==> src/rtl/dr_pkg.sv <==
package dr_pkg;
  typedef logic [1:0] dr_t;
  localparam dr_t DR_NULL  = 2'b00;
  localparam dr_t DR_ZERO  = 2'b01;
  localparam dr_t DR_ONE   = 2'b10;
  localparam dr_t DR_ALARM = 2'b11;
endpackage

==> src/rtl/dr_celem.sv <==
module dr_celem #(
  parameter int N = 3
) (
  input  logic         clk_i,
  input  logic         rst_ni,
  input  logic [N-1:0] in_i,
  output logic         q_o
);
  always_ff @(posedge clk_i or negedge rst_ni) begin
    if (!rst_ni)          q_o <= 1'b0;
    else if (&in_i)       q_o <= 1'b1;
    else if (!(|in_i))    q_o <= 1'b0;
  end
endmodule

==> src/rtl/dr_alarm_latch.sv <==
module dr_alarm_latch (
  input  logic clk_i,
  input  logic rst_ni,
  input  logic set_i,
  output logic q_o
);
  // reset wins over set
  always_ff @(posedge clk_i or negedge rst_ni) begin
    if (!rst_ni)     q_o <= 1'b0;
    else if (set_i)  q_o <= 1'b1;
  end
endmodule

==> src/rtl/dr_full_adder.sv <==
module dr_full_adder
  import dr_pkg::*;
(
  input  logic clk_i,
  input  logic rst_ni,
  input  dr_t  a_i,
  input  dr_t  b_i,
  input  dr_t  cin_i,
  output dr_t  sum_o,
  output dr_t  cout_o,
  output logic alarm_o
);
  localparam int NMT = 8;
  logic [NMT-1:0] mt;
  logic           alarm_q;

  // minterm m picks rail m[2] of a, m[1] of b, m[0] of cin
  for (genvar m = 0; m < NMT; m++) begin : g_mt
    localparam int RA = (m >> 2) & 1;
    localparam int RB = (m >> 1) & 1;
    localparam int RC = m & 1;
    dr_celem #(.N(3)) u_c (
      .clk_i  (clk_i),
      .rst_ni (rst_ni),
      .in_i   ({a_i[RA], b_i[RB], cin_i[RC]}),
      .q_o    (mt[m])
    );
  end

  dr_alarm_latch u_alarm (
    .clk_i  (clk_i),
    .rst_ni (rst_ni),
    .set_i  ((&a_i) | (&b_i) | (&cin_i)),
    .q_o    (alarm_q)
  );

  always_comb begin
    logic s0, s1, c0, c1;
    s0 = 1'b0; s1 = 1'b0; c0 = 1'b0; c1 = 1'b0;
    for (int m = 0; m < NMT; m++) begin
      if ($countones(3'(m)) % 2 == 1) s1 |= mt[m];
      else                            s0 |= mt[m];
      if ($countones(3'(m)) >= 2)     c1 |= mt[m];
      else                            c0 |= mt[m];
    end
    sum_o  = {s1 | alarm_q, s0 | alarm_q};
    cout_o = {c1 | alarm_q, c0 | alarm_q};
  end

  assign alarm_o = alarm_q;
endmodule

==> src/rtl/dr_or_cell.sv <==
module dr_or_cell
  import dr_pkg::*;
(
  input  logic clk_i,
  input  logic rst_ni,
  input  dr_t  a_i,
  input  dr_t  b_i,
  output dr_t  r_o,
  output logic alarm_o
);
  logic [3:0] mt;
  logic       alarm_q;

  for (genvar m = 0; m < 4; m++) begin : g_mt
    localparam int RA = (m >> 1) & 1;
    localparam int RB = m & 1;
    dr_celem #(.N(2)) u_c (
      .clk_i  (clk_i),
      .rst_ni (rst_ni),
      .in_i   ({a_i[RA], b_i[RB]}),
      .q_o    (mt[m])
    );
  end

  dr_alarm_latch u_alarm (
    .clk_i  (clk_i),
    .rst_ni (rst_ni),
    .set_i  ((&a_i) | (&b_i)),
    .q_o    (alarm_q)
  );

  assign r_o     = {mt[1] | mt[2] | mt[3] | alarm_q, mt[0] | alarm_q};
  assign alarm_o = alarm_q;
endmodule

==> src/rtl/dr_ripple_adder.sv <==
module dr_ripple_adder
  import dr_pkg::*;
#(
  parameter int WIDTH = 4
) (
  input  logic               clk_i,
  input  logic               rst_ni,
  input  logic [2*WIDTH-1:0] a_i,
  input  logic [2*WIDTH-1:0] b_i,
  input  logic [1:0]         cin_i,
  output logic [2*WIDTH-1:0] sum_o,
  output logic [1:0]         cout_o,
  output logic [2*WIDTH-1:0] or_o,
  output logic               alarm_o
);
  dr_t              carry [WIDTH+1];
  logic [WIDTH-1:0] fa_alarm;
  logic [WIDTH-1:0] or_alarm;

  assign carry[0] = cin_i;

  for (genvar k = 0; k < WIDTH; k++) begin : g_bit
    dr_t s, r;
    dr_full_adder u_fa (
      .clk_i   (clk_i),
      .rst_ni  (rst_ni),
      .a_i     (a_i[2*k +: 2]),
      .b_i     (b_i[2*k +: 2]),
      .cin_i   (carry[k]),
      .sum_o   (s),
      .cout_o  (carry[k+1]),
      .alarm_o (fa_alarm[k])
    );
    dr_or_cell u_or (
      .clk_i   (clk_i),
      .rst_ni  (rst_ni),
      .a_i     (a_i[2*k +: 2]),
      .b_i     (b_i[2*k +: 2]),
      .r_o     (r),
      .alarm_o (or_alarm[k])
    );
    assign sum_o[2*k +: 2] = s;
    assign or_o[2*k +: 2]  = r;
  end

  assign cout_o  = carry[WIDTH];
  assign alarm_o = (|fa_alarm) | (|or_alarm);
endmodule

==> config.mk <==
export PLATFORM = sky130hd
export DESIGN_NAME = dr_ripple_adder
export DESIGN_NICKNAME = d
export VERILOG_FILES = /design/src/rtl/dr_pkg.sv /design/src/rtl/dr_celem.sv /design/src/rtl/dr_alarm_latch.sv /design/src/rtl/dr_full_adder.sv /design/src/rtl/dr_or_cell.sv /design/src/rtl/dr_ripple_adder.sv
export SDC_FILE = /design/constraint.sdc
export NUM_CORES = 1
export LEC_CHECK = 0
export BUFFER_PORTS_ARGS = -buffer_cell sky130_fd_sc_hd__buf_2
export CORE_ASPECT_RATIO = 0.9
export CORE_MARGIN = 3
export CORE_UTILIZATION = 60
export CTS_BUF_LIST = sky130_fd_sc_hd__clkbuf_4
export CTS_CLUSTER_DIAMETER = 30
export CTS_CLUSTER_SIZE = 28
export DETAILED_ROUTE_END_ITERATION = 10
export PLACE_DENSITY_LB_ADDON = 0.15
export SLEW_MARGIN = 20
export SYNTH_ARGS = -nofsm -noshare
export SYNTH_HDL_FRONTEND = slang
export SYNTH_SLANG_ARGS = --single-unit
==> constraint.sdc <==
create_clock -name clk_i -period 1.8 [get_ports clk_i]
set_clock_uncertainty 0.05 [all_clocks]
set_input_delay 0.09 -clock clk_i [delete_from_list [all_inputs] [get_ports clk_i]]
set_output_delay 0.09 -clock clk_i [all_outputs]
set_load 0.05 [all_outputs]
==> results of run 1 <==
## per-stage QoR
stage / hold WS (ps) / area (um2)
final: 66.4 / 3430
after global routing: 82.8 / 3430
after CTS: 67.5 / 3380
after detailed placement: 58.5 / 3230
after global placement: 57.3 / 3230
after floorplan: -256 / 2950
## timing repair
action | CTS | global route
hold endpoints to repair | 68 | 0
pin swaps | 4 | 5
setup buffers | 1 | 3
hold buffers | 9 | 0
gates resized for setup | 0 | 4
setup endpoints to repair | 4 | 11
## power by group
group / total [W] / internal, W / switching, W
registers: 0.00136 / 0.00132 / 0.0000415
logic: 0.000258 / 0.000117 / 0.000140
clock network: 0.000541 / 0.000145 / 0.000396
total: 0.00216 / 0.00159 / 0.000578
## registers in the layout (all words and copies together) (netlist names)
register                 count
g_bit.u_fa.u_alarm.q_o       4
g_bit.u_fa.g_mt.u_c.q_o     32
g_bit.u_or.g_mt.u_c.q_o     16
g_bit.u_or.u_alarm.q_o       4
## synth_stat cells, drive strengths merged, types with 2 or more instances
cell type	instances
dfrtp	56
ha	32
a22o	24
inv	24
mux2	16
nand3b	16
o21ai	16
nand2b	11
nor4	10
nand3	8
a221o	5
nand2	5
or2	5
or4	4
a21o	2
## routing by layer
layer	vias up	GRT usage (%)	wire [um]
met1	1055	35.7	3060
met5	-	0	0
met2	57	34.7	2760
li1	992	-	-
met4	0	5.63	68
met3	8	4.09	254
## layout by cell type, fill, tap and decap left out
cell type      count
dlygate4sd3_1      9
mux2_2            16
nor4_2             3
a22o_1            20
nand2_1            3
or4_1              4
a22o_2             4
nand3_1            8
nand2b_4           1
buf_2             38
or2b_1             1
nor4_1             1
clkbuf_4           5
ha_1              32
o221ai_1           1
dfrtp_2            1
clkinv_1           1
a211o_1            1
o22ai_1            1
nand2_2            2
nand3b_1          16
inv_1             24
nand2b_1           7
or2_2              5
o21ai_0           16
nor4_4             6
a21o_1             2
a21oi_1            1
a221o_2            1
nand2b_2           3
a221o_1            4
buf_4              6
dfrtp_1           55
clkinv_2           2
## worst max-delay path, delay by kind of cell (launching register included)
| family | cells | cell delay [ps] |
|---|---|---|
| flops | 1 | 460 |
| simple gates | 1 | 540 |
| buf+inv | 1 | 230 |
## how the worst max path moves through the flow
stage                                                          from       end  slack, ps
final                         g_bit[0].u_or.u_alarm.q_o$_DFFE_PN0P_   or_o[1]         50
after global routing      g_bit[0].u_fa.g_mt[6].u_c.q_o$_DFFE_PN0P_  sum_o[0]        -20
after CTS                     g_bit[1].u_fa.u_alarm.q_o$_DFFE_PN0P_  sum_o[2]          2
after detailed placement      g_bit[2].u_fa.u_alarm.q_o$_DFFE_PN0P_  sum_o[4]        250
after global placement        g_bit[2].u_fa.u_alarm.q_o$_DFFE_PN0P_  sum_o[4]        280
after floorplan               g_bit[2].u_fa.u_alarm.q_o$_DFFE_PN0P_  sum_o[4]        350
## kinds of logic after synthesis
kind of cell             after synthesis  share of synthesized area (%)
buffers and inverters                 24                           3.05
multiplexers                          16                           6.10
adder cells (fa/ha/maj)               32                           13.6
AO/OA/AOI/OAI                         51                           13.2
flip-flops                            56                           47.5
AND/OR/NAND/NOR                       60                           16.6
## final cells by class
cell class	instances	area [um2]
Inverter	24	90.1
Clock inverter	3	13.8
Timing Repair Buffer	53	325
Fill cell	323	1180
Sequential cell	56	1400
Clock buffer	5	37.5
Tap cell	62	77.6
Multi-Input combinational cell	159	1480
==> qor.txt, run 1 <==
Hold Path Depth: 3
total leakage power: 1.57 nW
sequential share of the synthesized area: 47.5%
Longest Clk Path Bufs: 2
period utilization: 97.3%
GRT Total Usage: 23.3%
Final #Nets: 351
GRT overflow: 0
Total Routed Length: 6.14 mm
starting density of the core: 64.1%
initial DRC count: 155
largest net degree at the start of global routing: 32
post-DP HPWL: 4.69 mm
remaining antenna violation count: 0
Synth Instances: 239
CP Launch Type: register
Die Area: 5800 um2
final setup vio count: 0
area leader, netlist: dfrtp_1
Max FO, Critical Path: 4
FF+latch count, synth: 56
Synth Flop Type: dfrtp_1
PortBufs: 38
latest clock arrival within the worst-skew pair: 380 ps
Post-route DRC: 0
H-Tree Depth: 2
initial antenna violation count: 0
post-synth top area share: 47.5%
CP peak stage delay: 540 ps
CTS tree: yes
Critical Path Slowest Stage Cell: or4_1
DR vias: 2,112
Highest Clock Rate: 571 MHz
Die X: 79.9 um
HP Class: in -> reg
Area Growth Syn to Fin: 16.1%
CTS buffer count: 5
Root Buffer: clkbuf_4
minimum clock period: 1750 ps
crit end category: output pin
r2r setup slk: 310 ps
placed insts: 341
final hold violation count: 0
final non-filler cell total: 362
# diodes: 0
number of global-route vias before repair: 2,051
drt pass-1 iters: 4
R2R Path Start: g_bit[1].u_fa.g_mt[6].u_c.q_o$_DFFE_PN0P_
WL/cell: 17.0 um
Critical Path RT: 1660 ps
Peak supply drop: 0.596 mV
unique cell type count in the Yosys netlist: 26
share of layout cells above drive strength 1: 31.0%
Core Area: 4600 um2
CTS sink cnt: 56
FFs w/ async S/R, synth: 100%
top cells by area, synth: dfrtp_1 47%, ha_1 14%, mux2_2 6.1%, a22o_1 5.9%, nor4_4 4.3%
status: complete, no violations
setup TNS: 0 ps
r2r endpoint: g_bit[2].u_fa.g_mt[3].u_c.q_o$_DFFE_PN0P_
first-pass GRT wire length: 10.4 mm
crit-path cells: or4_1 -> buf_2
Design Power: 0.00216 W
Avg Cell Area, Syn: 12.3 um2
Cell Pwr Density: 631 nW/um2
Final Util: 74.4%
GPL Wtd Cong: 0.885
worst rel slew slack: 73.8%
Yosys warning total: 0
die height: 72.5 um
MaxCap Viol Count: 0
critical path type: reg -> out
WHS Endpoint: g_bit[1].u_fa.u_alarm.q_o$_DFFE_PN0P_
routed vias/inst: 5.83
mapped cell area: 2950 um2
worst slack at placement: 253 ps
Hold Crit Start: b_i[3]
I/O Pins: 39
post-layout worst setup margin: 49.3 ps
RSZ-0062 raised after global routing: true
Worst Path Arrival: 1610 ps
r2r worst-path depth: 4
worst slew pin tran: 391 ps
Worst-path clk slew: 160 ps
Post-synth EDFFs: 0
Synth Net Count: 291
Final Slew Violations: 0
row cnt: 23
No activity file was read; power rests on OpenSTA's default activity.
==> run 2: changes to the inputs <==
--- a/config.mk
+++ b/config.mk
@@ -8,12 +8,13 @@
 export BUFFER_PORTS_ARGS = -buffer_cell sky130_fd_sc_hd__buf_2
 export CORE_ASPECT_RATIO = 0.9
 export CORE_MARGIN = 3
-export CORE_UTILIZATION = 60
+export CORE_UTILIZATION = 55
 export CTS_BUF_LIST = sky130_fd_sc_hd__clkbuf_4
 export CTS_CLUSTER_DIAMETER = 30
 export CTS_CLUSTER_SIZE = 28
 export DETAILED_ROUTE_END_ITERATION = 10
 export PLACE_DENSITY_LB_ADDON = 0.15
+export RECOVER_POWER = 25
 export SLEW_MARGIN = 20
 export SYNTH_ARGS = -nofsm -noshare
 export SYNTH_HDL_FRONTEND = slang
==> run 2 against run 1 <==
  * Clock power rose by 4.3%
  * Final area rose by 1.8%
  * Routed wire length rose by 5.2%
  * Power rose by 1.5%
  * Global-route usage fell by 1.8 points
  * Sequential cell count did not move
  * Critical path type unchanged
  * Highest routed layer unchanged
==> qor.txt, run 2 (synthesis results as in run 1) <==
Core Area: 5010 um2 (+8.9%)
DR vias: 2,151 (+1.8%)
final hold violation count: 0 (unchanged)
number of global-route vias before repair: 2,053 (+0.098%)
die height: 75.5 um (+4.1%)
worst rel slew slack: 15.8% (-58 points)
Worst-path clk slew: 150 ps (about the same)
Final Slew Violations: 0 (unchanged)
commonest non-fill, non-tap cell in the layout: dfrtp_1
total leakage power: 1.60 nW (+2.1%)
first-pass GRT wire length: 10.6 mm (+1.9%)
WL met2: 2.94 mm (+6.7%)
Critical Path RT: 1660 ps (about the same)
final setup vio count: 0 (unchanged)
Cell Pwr Density: 630 nW/um2 (-0.25%)
GRT Total Usage: 21.6% (-1.8 points)
Highest Clock Rate: 577 MHz (+1.0%)
starting density of the core: 58.9% (-5.2 points)
routed vias/inst: 5.80 (-0.62%)
Final Util: 69.5% (-4.9 points)
setup TNS: 0 ps (unchanged)
GRT overflow: 0 (unchanged)
Peak supply drop: 0.492 mV (-17%)
status: complete, no violations
MaxCap Viol Count: 0 (unchanged)
Area Growth Syn to Fin: 18.1%
cell family contributing the most delay on the critical path: simple AND/OR/NAND/NOR gates
Die Area: 6280 um2 (+8.4%)
CTS sink cnt: 56 (unchanged)
latest clock arrival within the worst-skew pair: 380 ps (about the same)
initial antenna violation count: 0 (unchanged)
Critical Path Slowest Stage Cell: or4_1
share of layout cells above drive strength 1: 31.7% (+0.70 points)
Max FO, Critical Path: 4 (unchanged)
initial DRC count: 190 (+23%)
Total Routed Length: 6.45 mm (+5.2%)
Met3 Routed Length: 285 um (+12%)
number of flip-flops under the largest register name: 32 (unchanged)
GPL Wtd Cong: 0.892 (+0.77%)
period utilization: 96.3% (-1.0 points)
worst slew pin tran: 1260 ps (+872 ps)
Largest Register: g_bit.u_fa.g_mt.u_c.q_o
PortBufs: 38 (unchanged)
critical path type: reg -> out
remaining antenna violation count: 0 (unchanged)
Worst Path Arrival: 1590 ps (-20 ps)
Die X: 83.2 um (+4.1%)
Final #Nets: 357 (+1.7%)
post-DP HPWL: 4.74 mm (+1.1%)
Root Buffer: clkbuf_4
WL/cell: 17.4 um (+2.6%)
Reg area: 1400 um2 (unchanged)
I/O Pins: 39 (unchanged)
most frequent cells in the layout: 55 x dfrtp_1, 36 x buf_2, 32 x ha_1
crit end category: output pin
Post-route DRC: 0 (unchanged)
minimum clock period: 1730 ps (-18.0 ps)
H-Tree Depth: 2 (unchanged)
top layer reached by signal wires: met4
CTS buffer count: 5 (unchanged)
crit-path cells: or4_1 -> buf_2
# diodes: 0 (unchanged)
CP peak stage delay: 530 ps (about the same)
Buf/Inv on CP: 1 (unchanged)
largest net degree at the start of global routing: 36 (+13%)
fillers: 383 (+19%)
M1 WL: 3.07 mm (+0.33%)
row cnt: 24 (+4.3%)
CP Launch Type: register
CTS tree: yes
Longest Clk Path Bufs: 2 (unchanged)
area of the multi-input gates: 1470 um2 (-0.42%)
drt pass-1 iters: 4 (unchanged)
HP Class: in -> reg
largest registers: g_bit.u_fa.g_mt.u_c.q_o (32), g_bit.u_or.g_mt.u_c.q_o (16)
run 2: path summary, 6_finish.rpt:
path,cells after the start,slack [ps],endpoint,start
setup reg to reg,3,260,g_bit[2].u_or.u_alarm.q_o$_DFFE_PN0P_,g_bit[2].u_or.u_alarm.q_o$_DFFE_PN0P_
max in group asynchronous,3,470,g_bit[2].u_or.u_alarm.q_o$_DFFE_PN0P_,rst_ni
hold reg to reg,1,470,g_bit[1].u_or.g_mt[0].u_c.q_o$_DFFE_PN0P_,g_bit[1].u_or.g_mt[0].u_c.q_o$_DFFE_PN0P_
setup / recovery,2,70,or_o[1],g_bit[0].u_or.u_alarm.q_o$_DFFE_PN0P_
min in group asynchronous,2,430,g_bit[1].u_or.g_mt[3].u_c.q_o$_DFFE_PN0P_,rst_ni
hold / removal,3,50,g_bit[1].u_fa.u_alarm.q_o$_DFFE_PN0P_,a_i[3]
run 2: per-layer routing:
metal	GRT usage [%]	up-vias
met5	0	-
met1	30.4	1059
met3	3.89	16
met4	8.89	0
met2	33.5	64
li1	-	1012
run 2: what timing repair did:
action                     CTS  global route
buffers inserted             1            10
hold buffers                 9             0
gates resized for setup      0             4
setup endpoints to repair    5            10
hold endpoints to repair    33             0
gates cloned                 0             0
pin swaps                    6             5
run 2: worst reg2reg max path, cell delays in order (launching register included):
cell and delay (ps):
dfrtp_2 450, buf_4 140, a221o_1 250, dlygate4sd3_1 560
run 2: metrics by stage:
step / setup slack [ps] / total power (W) / hold WS, ps / area, um2 / instances
finish: 67.3 / 0.00220 / 53.7 / 3490 / 371
global route: -6.08 / 0.00231 / 29.4 / 3490 / 371
CTS: 10.0 / 0.00221 / 42.4 / 3400 / 361
detailed placement: 227 / 0.00164 / 46.2 / 3240 / 343
global placement: 261 / 0.00163 / 40.4 / 3240 / 343
floorplan: 351 / 0.00152 / -256 / 2950 / 239
run 2: cell type report:
type                    instances  share of cell area, %
repair buffers                 59                   11.0
flip-flops and latches         56                   40.2
clock inverters                 1                  0.108
multi-input cells             159                   42.2
well taps                      65                   2.33
clock buffers                   7                   1.51
inverters                      24                   2.58
run 2: power by group:
part	total, W	internal, W	switching, W
clock network	0.000564	0.000182	0.000382
registers	0.00137	0.00132	0.0000448
logic	0.000264	0.000120	0.000144
total	0.00220	0.00162	0.000571
==> run 3: changes to the inputs <==
--- a/config.mk
+++ b/config.mk
@@ -7,7 +7,6 @@
 export LEC_CHECK = 0
 export BUFFER_PORTS_ARGS = -buffer_cell sky130_fd_sc_hd__buf_2
 export CORE_ASPECT_RATIO = 0.9
-export CORE_MARGIN = 3
 export CORE_UTILIZATION = 55
 export CTS_BUF_LIST = sky130_fd_sc_hd__clkbuf_4
 export CTS_CLUSTER_DIAMETER = 30
==> constraint.sdc (replaced) <==
create_clock -name clk_i -period 1.8 [get_ports clk_i]
set_clock_uncertainty 0.05 [all_clocks]
set_input_delay 0.09 -clock clk_i [delete_from_list [all_inputs] [get_ports clk_i]]
set_output_delay 0.09 -clock clk_i [all_outputs]
set_load 0.01 [all_outputs]
==> run 3 against run 2 <==
  * Worst setup slack improved by 17 ps
  * Routed wire length decreased by 2.6%
  * Sequential share of layout area increased by 1.0 points
  * Final area decreased by 2.5%
  * Utilization decreased by 1.8 points
  * Highest routed layer unchanged
==> qor.txt, run 3 (synthesis results as in run 1) <==
status: complete, no violations
CTS buffer count: 5 (unchanged)
worst slew pin tran: 711 ps (-552 ps)
CTS sink cnt: 56 (unchanged)
PortBufs: 38 (unchanged)
Finished Cell Area: 3400 um2 (-2.5%)
Final #Nets: 348 (-2.5%)
starting density of the core: 58.9% (unchanged)
number of flip-flops under the largest register name: 32 (unchanged)
Longest Clk Path Bufs: 2 (unchanged)
Cell Pwr Density: 643 nW/um2 (+2.1%)
most frequent cells in the layout: 56 x dfrtp_1, 37 x buf_2, 32 x ha_1
final hold violation count: 0 (unchanged)
Final Slew Violations: 0 (unchanged)
crit end category: output pin
Die X: 79.2 um (-4.8%)
first-pass GRT wire length: 10.2 mm (-3.8%)
period utilization: 95.3% (-0.96 points)
GPL Wtd Cong: 0.837 (-6.1%)
Worst-path clk slew: 170 ps (+20 ps)
Largest Register: g_bit.u_fa.g_mt.u_c.q_o
setup TNS: 0 ps (unchanged)
worst rel slew slack: 52.6% (+37 points)
CTS tree: yes
critical path type: reg -> out
total leakage power: 1.56 nW (-2.9%)
HP Class: in -> reg
H-Tree Depth: 2 (unchanged)
Peak supply drop: 0.468 mV (-4.8%)
final setup vio count: 0 (unchanged)
Root Buffer: clkbuf_4
Worst Path Arrival: 1580 ps (about the same)
routed vias/inst: 5.80 (about the same)
row cnt: 24 (unchanged)
MaxCap Viol Count: 0 (unchanged)
Hold Path Depth: 3 (unchanged)
Area Growth Syn to Fin: 15.1%
Max FO, Critical Path: 6 (+2)
r2r worst-path depth: 3 (unchanged)
drt pass-1 iters: 5 (+1)
largest net degree at the start of global routing: 30 (-17%)
worst hold slack: 36.6 ps (-17.1 ps)
share of layout cells above drive strength 1: 29.6% (-2.1 points)
CP Launch Type: register
# diodes: 0 (unchanged)
minimum clock period: 1720 ps (-17.2 ps)
GRT Total Usage: 24.0% (+2.4 points)
commonest non-fill, non-tap cell in the layout: dfrtp_1
number of global-route vias before repair: 2,117 (+3.1%)
I/O Pins: 39 (unchanged)
WL/cell: 17.4 um (-0.20%)
latest clock arrival within the worst-skew pair: 400 ps (+20 ps)
Post-route DRC: 0 (unchanged)
remaining antenna violation count: 0 (unchanged)
GRT overflow: 0 (unchanged)
die height: 71.5 um (-5.3%)
Design Power: 0.00219 W (-0.48%)
largest registers: g_bit.u_fa.g_mt.u_c.q_o (32), g_bit.u_or.g_mt.u_c.q_o (16)
post-DP HPWL: 4.71 mm (-0.77%)
initial antenna violation count: 0 (unchanged)
Die Area: 5660 um2 (-9.9%)
Placed Area: 3240 um2 (-0.15%)
Core Area: 5010 um2 (unchanged)
Total Routed Length: 6.28 mm (-2.6%)
DR vias: 2,098 (-2.5%)
initial DRC count: 173 (-8.9%)
Critical Path RT: 1660 ps (about the same)
RSZ-0062 raised after global routing: false
Highest Clock Rate: 583 MHz (+1.0%)
## run 3: repair_timing
| action | in CTS | in global routing |
|---|---|---|
| hold buffers | 9 | 0 |
| pin swaps | 1 | 5 |
| setup buffers | 1 | 0 |
| gates resized for setup | 0 | 1 |
| setup endpoints to repair | 1 | 6 |
| endpoints found under the hold margin | 39 | 0 |
## run 3: report_power, final
part	total [W]	switching, W	internal [W]
Clock	0.000559	0.000408	0.000151
Combinational	0.000262	0.000144	0.000119
Sequential	0.00136	0.0000411	0.00132
Total	0.00219	0.000593	0.00159
## run 3: final cells by class
type | instances | area [um2]
clock buffer | 5 | 37.5
clock inverter | 3 | 18.8
fill | 388 | 1620
inverter | 24 | 90.1
multi-input combinational | 159 | 1470
sequential | 56 | 1400
tap | 65 | 81.3
timing repair buffer | 50 | 303
## run 3: worst max-delay path, cell delays in order, from the launching register on
cell	delay, ps
dfrtp_1	470
nor4_4	440
nand2b_1	110
buf_2	150
## run 3: final timing paths
path | startpoint | endpoint | slack [ps]
max | g_bit[1].u_fa.g_mt[4].u_c.q_o$_DFFE_PN0P_ | sum_o[3] | 80
min | b_i[0] | g_bit[0].u_fa.u_alarm.q_o$_DFFE_PN0P_ | 40
max reg2reg | g_bit[2].u_fa.g_mt[4].u_c.q_o$_DFFE_PN0P_ | g_bit[3].u_fa.u_alarm.q_o$_DFFE_PN0P_ | 310
min reg2reg | g_bit[0].u_or.g_mt[0].u_c.q_o$_DFFE_PN0P_ | g_bit[0].u_or.g_mt[0].u_c.q_o$_DFFE_PN0P_ | 470
max in group asynchronous | rst_ni | g_bit[3].u_or.g_mt[0].u_c.q_o$_DFFE_PN0P_ | 780
min in group asynchronous | rst_ni | g_bit[1].u_or.g_mt[2].u_c.q_o$_DFFE_PN0P_ | 190
## run 3: metal layers
| layer | GRT usage [%] | up-vias | wire length (um) |
|---|---|---|---|
| li1 | - | 990 | - |
| met1 | 33.2 | 1025 | 3020 |
| met2 | 37.5 | 71 | 2820 |
| met3 | 4.46 | 12 | 325 |
| met4 | 9.70 | 0 | 123 |
| met5 | 0 | - | 0 |
## run 3: metrics by stage
step / instances / utilization [%] / setup slack (ps)
finish: 362 / 67.8 / 84.5
global route: 362 / 67.8 / 1.82
CTS: 362 / 67.6 / 15.6
detailed placement: 344 / 64.6 / 207
global placement: 344 / 64.6 / 264
floorplan: 239 / - / 392
